===== src/rtl/ddr_init_pkg.sv =====
package ddr_init_pkg;

   typedef logic [31:0] word_t;

   typedef enum logic [3:0] {
      ST_IDLE,
      ST_PRE1,
      ST_EMR,
      ST_MRS,
      ST_PRE2,
      ST_ARF,
      ST_RFSH,
      ST_PARM,
      ST_WIDTH,
      ST_SETTLE,
      ST_DONE
   } seq_state_e;

   localparam word_t CMD_CLOSE_ALL = 32'h8000_0000;
   localparam word_t CMD_REFRESH   = 32'h4000_0000;
   localparam word_t CMD_EXT_MODE  = 32'h0000_2002;

   // CAS latency chosen by the two high configuration bits
   function automatic logic [2:0] cas_for_id(input logic [3:0] id);
      logic [2:0] c;
      case (id[3:2])
         2'd0:    c = 3'd4;
         2'd3:    c = 3'd2;
         default: c = 3'd3;
      endcase
      return c;
   endfunction

endpackage


===== src/rtl/ddr_init_timer.sv =====
module ddr_init_timer #(
   parameter int MAX = 4,
   parameter int W   = $clog2(MAX + 2)
) (
   input  logic         clk,
   input  logic         rst,
   input  logic         load,
   input  logic [W-1:0] load_val,
   output logic         zero
);

   logic [W-1:0] cnt_q;

   always_ff @(posedge clk) begin
      if (rst)
         cnt_q <= '0;
      else if (load)
         cnt_q <= load_val;
      else if (cnt_q != '0)
         cnt_q <= cnt_q - 1'b1;
   end

   assign zero = (cnt_q == '0);

   AST_TMR_RANGE: assert property (@(posedge clk) disable iff (rst)
      load |-> (int'(load_val) <= MAX));

   AST_TMR_DRAIN: assert property (@(posedge clk) disable iff (rst)
      (!load && !zero) |=> (cnt_q == $past(cnt_q) - 1'b1));

endmodule


===== src/rtl/ddr_init_cfg.sv =====
module ddr_init_cfg
   import ddr_init_pkg::*;
#(
   parameter bit         LATCH_CFG  = 1'b1,
   parameter logic [2:0] BURST_CODE = 3'b010,
   parameter bit         INTERLEAVE = 1'b1,
   parameter word_t      PARM_BASE_A = 32'h0511_1180,
   parameter word_t      PARM_BASE_B = 32'h0510_0080,
   parameter word_t      PARM_STEP   = 32'h0100_0000
) (
   input  logic       clk,
   input  logic       rst,
   input  logic       capture,
   input  logic [3:0] cfg_id,
   input  logic       x16_sel,
   output word_t      mode_word,
   output word_t      parm_word,
   output logic       use_x16
);

   logic [3:0] id_sel;
   logic [2:0] cas;
   word_t      parm_raw;

   generate
      if (LATCH_CFG) begin : g_latched
         logic [3:0] id_q;
         logic       x16_q;
         always_ff @(posedge clk) begin
            if (rst) begin
               id_q  <= '0;
               x16_q <= 1'b0;
            end else if (capture) begin
               id_q  <= cfg_id;
               x16_q <= x16_sel;
            end
         end
         assign id_sel  = id_q;
         assign use_x16 = x16_q;

         AST_CFG_HOLD: assert property (@(posedge clk) disable iff (rst)
            !capture |=> ($stable(mode_word) && $stable(parm_word) && $stable(use_x16)));
      end else begin : g_live
         assign id_sel  = cfg_id;
         assign use_x16 = x16_sel;
      end
   endgenerate

   always_comb begin
      cas       = cas_for_id(id_sel);
      mode_word = {23'd0, 1'b1, 1'b0, cas, INTERLEAVE, BURST_CODE};
      parm_raw  = (id_sel[3] ? PARM_BASE_B : PARM_BASE_A)
                  - (word_t'(id_sel[1:0]) * PARM_STEP);
      parm_word = {parm_raw[31:4], mode_word[7:4]};
   end

   AST_CAS_LEGAL: assert property (@(posedge clk) disable iff (rst)
      (mode_word[6:4] inside {3'd2, 3'd3, 3'd4}));

endmodule


===== src/rtl/ddr_init_fsm.sv =====
module ddr_init_fsm
   import ddr_init_pkg::*;
#(
   parameter int    PRE_GAP  = 2,
   parameter int    ARF_GAP  = 4,
   parameter int    DLL_WAIT = 200,
   parameter word_t RFSH_VAL = 32'h0000_1080,
   parameter int    GAP_W    = 3,
   parameter int    SET_W    = 8
) (
   input  logic             clk,
   input  logic             rst,
   input  logic             start,
   input  word_t            mode_word,
   input  word_t            parm_word,
   input  logic             use_x16,
   output logic             capture,
   output word_t            cmd_word,
   output logic             cmd_valid,
   input  logic             cmd_ready,
   output logic             rfsh_we,
   output logic             parm_we,
   output logic             xmem_we,
   output logic             strobe_we,
   output logic             autopre_we,
   output word_t            reg_wdata,
   output logic             done,
   output logic             gap_load,
   output logic [GAP_W-1:0] gap_val,
   input  logic             gap_zero,
   output logic             settle_load,
   output logic [SET_W-1:0] settle_val,
   input  logic             settle_zero
);

   seq_state_e state_q, state_d;
   logic       accept;

   always_ff @(posedge clk) begin
      if (rst) state_q <= ST_IDLE;
      else     state_q <= state_d;
   end

   assign accept     = cmd_valid && cmd_ready;
   assign settle_val = SET_W'(DLL_WAIT);

   always_comb begin
      state_d     = state_q;
      capture     = 1'b0;
      cmd_valid   = 1'b0;
      cmd_word    = '0;
      rfsh_we     = 1'b0;
      parm_we     = 1'b0;
      xmem_we     = 1'b0;
      strobe_we   = 1'b0;
      autopre_we  = 1'b0;
      reg_wdata   = '0;
      done        = 1'b0;
      gap_load    = 1'b0;
      gap_val     = GAP_W'(PRE_GAP);
      settle_load = 1'b0;
      case (state_q)
         ST_IDLE: begin
            capture = start;
            if (start) state_d = ST_PRE1;
         end
         ST_PRE1, ST_PRE2: begin
            cmd_valid = gap_zero;
            cmd_word  = CMD_CLOSE_ALL;
            gap_load  = accept;
            if (accept) state_d = (state_q == ST_PRE1) ? ST_EMR : ST_ARF;
         end
         ST_EMR: begin
            cmd_valid = gap_zero;
            cmd_word  = CMD_EXT_MODE;
            if (accept) state_d = ST_MRS;
         end
         ST_MRS: begin
            cmd_valid   = gap_zero;
            cmd_word    = mode_word;
            settle_load = accept;
            if (accept) state_d = ST_PRE2;
         end
         ST_ARF: begin
            cmd_valid = gap_zero;
            cmd_word  = CMD_REFRESH;
            gap_load  = accept;
            gap_val   = GAP_W'(ARF_GAP);
            if (accept) state_d = ST_RFSH;
         end
         ST_RFSH: begin
            if (gap_zero) begin
               rfsh_we   = 1'b1;
               reg_wdata = RFSH_VAL;
               state_d   = ST_PARM;
            end
         end
         ST_PARM: begin
            parm_we   = 1'b1;
            reg_wdata = parm_word;
            state_d   = ST_WIDTH;
         end
         ST_WIDTH: begin
            xmem_we    = use_x16;
            strobe_we  = !use_x16;
            autopre_we = !use_x16;
            reg_wdata  = 32'd1;
            state_d    = ST_SETTLE;
         end
         ST_SETTLE: begin
            if (settle_zero) state_d = ST_DONE;
         end
         ST_DONE: done = 1'b1;
         default: state_d = ST_IDLE;
      endcase
   end

   // cycles elapsed since the mode-register command was accepted
   logic [SET_W-1:0] since_mrs_q;
   always_ff @(posedge clk) begin
      if (rst)
         since_mrs_q <= '0;
      else if (settle_load)
         since_mrs_q <= '0;
      else if (int'(since_mrs_q) < DLL_WAIT)
         since_mrs_q <= since_mrs_q + 1'b1;
   end

   AST_RESET_QUIET: assert property (@(posedge clk)
      rst |=> (!cmd_valid && !done && !rfsh_we && !parm_we && !xmem_we && !strobe_we));

   AST_VALID_HOLD: assert property (@(posedge clk) disable iff (rst)
      (cmd_valid && !cmd_ready) |=> (cmd_valid && $stable(cmd_word)));

   AST_STROBE_ONEHOT: assert property (@(posedge clk) disable iff (rst)
      $onehot0({rfsh_we, parm_we, xmem_we, strobe_we}));

   AST_DLL_SETTLE: assert property (@(posedge clk) disable iff (rst)
      $rose(done) |-> (int'(since_mrs_q) >= DLL_WAIT));

   AST_DONE_STICKY: assert property (@(posedge clk) disable iff (rst)
      done |=> done);

endmodule


===== src/rtl/ddr_init_seq.sv =====
module ddr_init_seq
   import ddr_init_pkg::*;
#(
   parameter int         PRE_GAP     = 2,
   parameter int         ARF_GAP     = 4,
   parameter int         DLL_WAIT    = 200,
   parameter logic [31:0] RFSH_VAL   = 32'h0000_1080,
   parameter logic [31:0] PARM_BASE_A = 32'h0511_1180,
   parameter logic [31:0] PARM_BASE_B = 32'h0510_0080,
   parameter logic [31:0] PARM_STEP   = 32'h0100_0000,
   parameter logic [2:0] BURST_CODE  = 3'b010,
   parameter bit         INTERLEAVE  = 1'b1,
   parameter bit         LATCH_CFG   = 1'b1
) (
   input  logic        clk,
   input  logic        rst,
   input  logic        start,
   input  logic [3:0]  cfg_id,
   input  logic        x16_sel,
   output logic [31:0] cmd_word,
   output logic        cmd_valid,
   input  logic        cmd_ready,
   output logic        rfsh_we,
   output logic        parm_we,
   output logic        xmem_we,
   output logic        strobe_we,
   output logic        autopre_we,
   output logic [31:0] reg_wdata,
   output logic        done
);

   localparam int GAP_MAX = (PRE_GAP > ARF_GAP) ? PRE_GAP : ARF_GAP;
   localparam int GAP_W   = $clog2(GAP_MAX + 2);
   localparam int SET_W   = $clog2(DLL_WAIT + 2);

   generate
      if (PRE_GAP < 0 || ARF_GAP < 0) begin : g_bad_gap
         $error("ddr_init_seq: gap parameters must not be negative");
      end
      if (DLL_WAIT < 1) begin : g_bad_wait
         $error("ddr_init_seq: DLL_WAIT must be at least 1");
      end
      if (BURST_CODE == 3'b000) begin : g_bad_burst
         $error("ddr_init_seq: BURST_CODE must select a burst length");
      end
   endgenerate

   word_t            mode_word, parm_word;
   logic             use_x16, capture;
   logic             gap_load, gap_zero, settle_load, settle_zero;
   logic [GAP_W-1:0] gap_val;
   logic [SET_W-1:0] settle_val;

   ddr_init_cfg #(
      .LATCH_CFG  (LATCH_CFG),
      .BURST_CODE (BURST_CODE),
      .INTERLEAVE (INTERLEAVE),
      .PARM_BASE_A(PARM_BASE_A),
      .PARM_BASE_B(PARM_BASE_B),
      .PARM_STEP  (PARM_STEP)
   ) u_cfg (
      .clk      (clk),
      .rst      (rst),
      .capture  (capture),
      .cfg_id   (cfg_id),
      .x16_sel  (x16_sel),
      .mode_word(mode_word),
      .parm_word(parm_word),
      .use_x16  (use_x16)
   );

   ddr_init_timer #(.MAX(GAP_MAX), .W(GAP_W)) u_gap (
      .clk     (clk),
      .rst     (rst),
      .load    (gap_load),
      .load_val(gap_val),
      .zero    (gap_zero)
   );

   ddr_init_timer #(.MAX(DLL_WAIT), .W(SET_W)) u_settle (
      .clk     (clk),
      .rst     (rst),
      .load    (settle_load),
      .load_val(settle_val),
      .zero    (settle_zero)
   );

   ddr_init_fsm #(
      .PRE_GAP (PRE_GAP),
      .ARF_GAP (ARF_GAP),
      .DLL_WAIT(DLL_WAIT),
      .RFSH_VAL(RFSH_VAL),
      .GAP_W   (GAP_W),
      .SET_W   (SET_W)
   ) u_fsm (
      .clk        (clk),
      .rst        (rst),
      .start      (start),
      .mode_word  (mode_word),
      .parm_word  (parm_word),
      .use_x16    (use_x16),
      .capture    (capture),
      .cmd_word   (cmd_word),
      .cmd_valid  (cmd_valid),
      .cmd_ready  (cmd_ready),
      .rfsh_we    (rfsh_we),
      .parm_we    (parm_we),
      .xmem_we    (xmem_we),
      .strobe_we  (strobe_we),
      .autopre_we (autopre_we),
      .reg_wdata  (reg_wdata),
      .done       (done),
      .gap_load   (gap_load),
      .gap_val    (gap_val),
      .gap_zero   (gap_zero),
      .settle_load(settle_load),
      .settle_val (settle_val),
      .settle_zero(settle_zero)
   );

endmodule


===== config.mk =====
export PLATFORM = sky130hd
export DESIGN_NAME = ddr_init_seq
export DESIGN_NICKNAME = d
export VERILOG_FILES = /design/src/rtl/ddr_init_pkg.sv /design/src/rtl/ddr_init_timer.sv /design/src/rtl/ddr_init_cfg.sv /design/src/rtl/ddr_init_fsm.sv /design/src/rtl/ddr_init_seq.sv
export SDC_FILE = /design/constraint.sdc
export NUM_CORES = 1
export LEC_CHECK = 0
export BUFFER_PORTS_ARGS = -buffer_cell sky130_fd_sc_hd__buf_2
export CORE_ASPECT_RATIO = 0.9
export CORE_UTILIZATION = 30
export DETAILED_ROUTE_END_ITERATION = 6
export SETUP_SLACK_MARGIN = 0.05
export SYNTH_ARGS = -nofsm -noshare
export SYNTH_HDL_FRONTEND = slang
export SYNTH_SLANG_ARGS = --single-unit

===== constraint.sdc =====
create_clock -name clk -period 2 [get_ports clk]
set_clock_uncertainty 0.1 [all_clocks]
set_input_delay 0.2 -clock clk [delete_from_list [all_inputs] [get_ports clk]]
set_output_delay 0.2 -clock clk [all_outputs]
set_load 0.005 [all_outputs]

==> flow_summary.yaml <==
clock_network:
  path_clk_slew_ns: 0.08
  cts_buffer_depth: 2
  tritoncts: "built"
  cts-buffers-inserted: 3
  postCtsHoldBufs: 0
  cts_sinks: 20
  htree_levels: 1
  clk_latency_ns: 0.26
  cts-root-buf: "clkbuf_8"
sta:
  worstMarginPinSlew_ns: 0.553
  slew_viol_final: 0
  holdWs_ns: 0.0640
  tns_ns: 0
  hold_viol_final: 0
  relSlewSlack: 0.629
  period_share: 0.912
  setup_violations: 0
  post-route-min-period_ns: 1.82
  fmax_mhz: 548
  rsz0062_at_grt: "false"
route:
  dr.first_iter.drc_count: 34
  routed_via_density: 4.15
  drc_errors: 0
  routed_wl_um: 3140
  first_pass_iters: 4
  drt-wirelength-per-cell_um: 10.2
  ant_nets: 0
  via_count: 1278
setup_path:
  reg2reg_from: "u_gap.cnt_q[0]"
  cp.arrival_ns: 1.88
  reg2regPathDepth: 6
  path_max_fanout: 4
  worstReg2RegEnd: "u_fsm.state_q[1]"
  crit_path_end_kind: "flip-flop"
  reg2reg_slack_ns: 0.18
  path_class: "flip-flop to flip-flop"
  worst_setup_path_start_kind: "flip-flop"
  cp.required_ns: 2.05
  startpoint: "u_gap.cnt_q[0]"
grt:
  grt-ovfl-total: 0
  grt_pass1_wl_um: 5350
  first_global_vias: 1205
  grt_antenna_before_repair: 0
  grt_max_degree: 20
  grtUsageTotal: 0.118
layout:
  area_growth_pct: 9.24
  finalInstanceArea_um2: 1770
  diodes: 0
  fillers: 557
  post-route-util: 0.340
  nets: 257
  layout-drive-gt1-share: 0.232
die:
  rows: 25
  die-area_um2: 5710
  coreArea_um2: 5220
  die_y_um: 71.8
  start_util: 0.311
  die_w_um: 79.6
  num_io_pins: 80
synthesis:
  yosysSeqAreaShare: 0.247
  syn_area_per_cell_um2: 7.92
  synth-edff-count: 0
  synthesis.area_um2: 1620
  syn_inst: 205
  synth_ff_type: "dfxtp_1"
  ys_types: 39
  yosysWarnings: 0
  ys_ff_latch: 20
  synthArstFlopShare: 0
min_path:
  min_from: "cfg_id[3]"
  hold_path.class: "input pin to flip-flop"
  hold-path-endpoint: "u_cfg.g_latched.id_q[3]"
  whs_path_depth: 3
power:
  p_leak_nw: 0.917
  vdd_drop_max_mv: 0.459
  powerDensity_nw_per_um2: 1240
run:
  cap_violations: 0
place:
  io_buffers: 35
  gp_congestion: 0.769
  dp_hpwl_um: 2460
  dpl_cell_area_um2: 1710
status:
  status: "complete, no violations"
## flip-flops by register name, summed over array words and instances, names as in the netlist
signal / cells
u_cfg.g_latched.id_q: 4
u_gap.cnt_q: 3
u_settle.cnt_q: 8
u_fsm.state_q: 4
u_cfg.use_x16: 1
## cells in the mapped netlist, types with 2 or more instances
cell      count  area (um2)
a21oi_1      11        55.1
and2_1        6        37.5
buf_2         4        20.0
buf_4        47         353
clkbuf_1      2        7.51
dfxtp_1      20         400
ha_1          6        75.1
inv_1        13        48.8
mux2i_1       7        70.1
nand2_1       9        33.8
nand2b_1      3        18.8
nand3_1       4        20.0
nand3b_1      3        22.5
nor2_1       21        78.8
nor2b_1       2        12.5
nor3_1       13        65.1
nor3b_1       4        30.0
nor4_1        2        12.5
o21ai_0       2        10.0
xnor2_1       7        61.3
## layout by cell type (no fill, tap or decap), types with 2 or more instances in the layout
| cell | Yosys | layout |
|---|---|---|
| a21oi_1 | 11 | 11 |
| and2_1 | 6 | 6 |
| buf_2 | 4 | 35 |
| buf_4 | 47 | 8 |
| clkbuf_8 | 0 | 4 |
| conb_1 | 1 | 44 |
| dfxtp_1 | 20 | 19 |
| ha_1 | 6 | 6 |
| inv_1 | 13 | 13 |
| mux2i_1 | 7 | 7 |
| nand2_1 | 9 | 9 |
| nand2b_1 | 3 | 3 |
| nand3_1 | 4 | 4 |
| nand3b_1 | 3 | 3 |
| nor2_1 | 21 | 20 |
| nor3_1 | 13 | 13 |
| nor3b_1 | 4 | 4 |
| nor4_1 | 2 | 2 |
| o21ai_0 | 2 | 2 |
| xnor2_1 | 7 | 7 |
## area by class of cell
| type | count | area (um2) | area share |
|---|---|---|---|
| Inverter | 13 | 48.8 | 0.0275 |
| Multi-Input combinational cell | 161 | 950 | 0.535 |
| Clock buffer | 4 | 55.1 | 0.0310 |
| Timing Repair Buffer | 43 | 235 | 0.133 |
| Tap cell | 67 | 83.8 | 0.0472 |
| Sequential cell | 20 | 402 | 0.226 |
## kinds of logic (layout without fill, tap and decap cells)
logic type / Yosys count / count (layout) / share of synthesized area
adders and majority gates: 6 / 6 / 0.0462
muxes: 7 / 7 / 0.0431
and+or+nand+nor: 74 / 74 / 0.254
DFF: 20 / 20 / 0.247
AOI/OAI and AO/OA: 23 / 23 / 0.0986
xor gates and xnor gates: 7 / 7 / 0.0378
buffers and inverters: 67 / 60 / 0.271
other: 1 / 44 / 0.00231
## what timing repair did
| action | CTS | global route |
|---|---|---|
| endpoints found under the setup margin | 2 | 5 |
| setup buffers | 0 | 0 |
| gates resized for setup | 1 | 2 |
| endpoints found under the hold margin | 0 | 0 |
## power by group
part	switching (mW)	internal (mW)	total, mW	leakage [nW]
combinational	0.599	0.575	1.17	0.724
sequential	0.162	0.542	0.704	0.165
clock	0.141	0.175	0.316	0.0288
## worst max-delay path, stage by stage, from the launching register on
cell	delay [ns]
dfxtp_1	0.31
inv_1	0.07
ha_1	0.23
nor2b_2	0.18
o21a_1	0.18
or3_1	0.35
a221o_1	0.29
## worst max-delay path by stage
| stage | endpoint | slack, ns | depth (start not counted) |
|---|---|---|---|
| detailed placement | u_fsm.state_q[1] | 0.20 | 6 |
| global placement | u_fsm.state_q[1] | 0.23 | 6 |
| finish | u_fsm.state_q[1] | 0.18 | 6 |
| CTS | reg_wdata[12] | 0.10 | 6 |
| floorplan | u_fsm.state_q[1] | 0.20 | 7 |
| global route | u_fsm.state_q[1] | 0.09 | 6 |
## metal layers
layer	routed length (um)	share of wire	vias up	global-route usage
met5	0	0	-	0
met4	17	0.0054	0	0.0384
met3	160	0.051	2	0.0369
met2	1510	0.48	45	0.200
met1	1450	0.46	566	0.140
li1	-	-	665	-
## through the flow
| stage | setup slack, ns | total power, mW | cells |
|---|---|---|---|
| after floorplan | 0.198 | 1.70 | 248 |
| after global routing | 0.0855 | 2.41 | 308 |
| after detailed placement | 0.196 | 1.87 | 304 |
| after global placement | 0.229 | 1.86 | 304 |
| after CTS | 0.102 | 2.21 | 308 |
| final | 0.176 | 2.19 | 308 |
No activity file was read; power rests on OpenSTA's default activity.
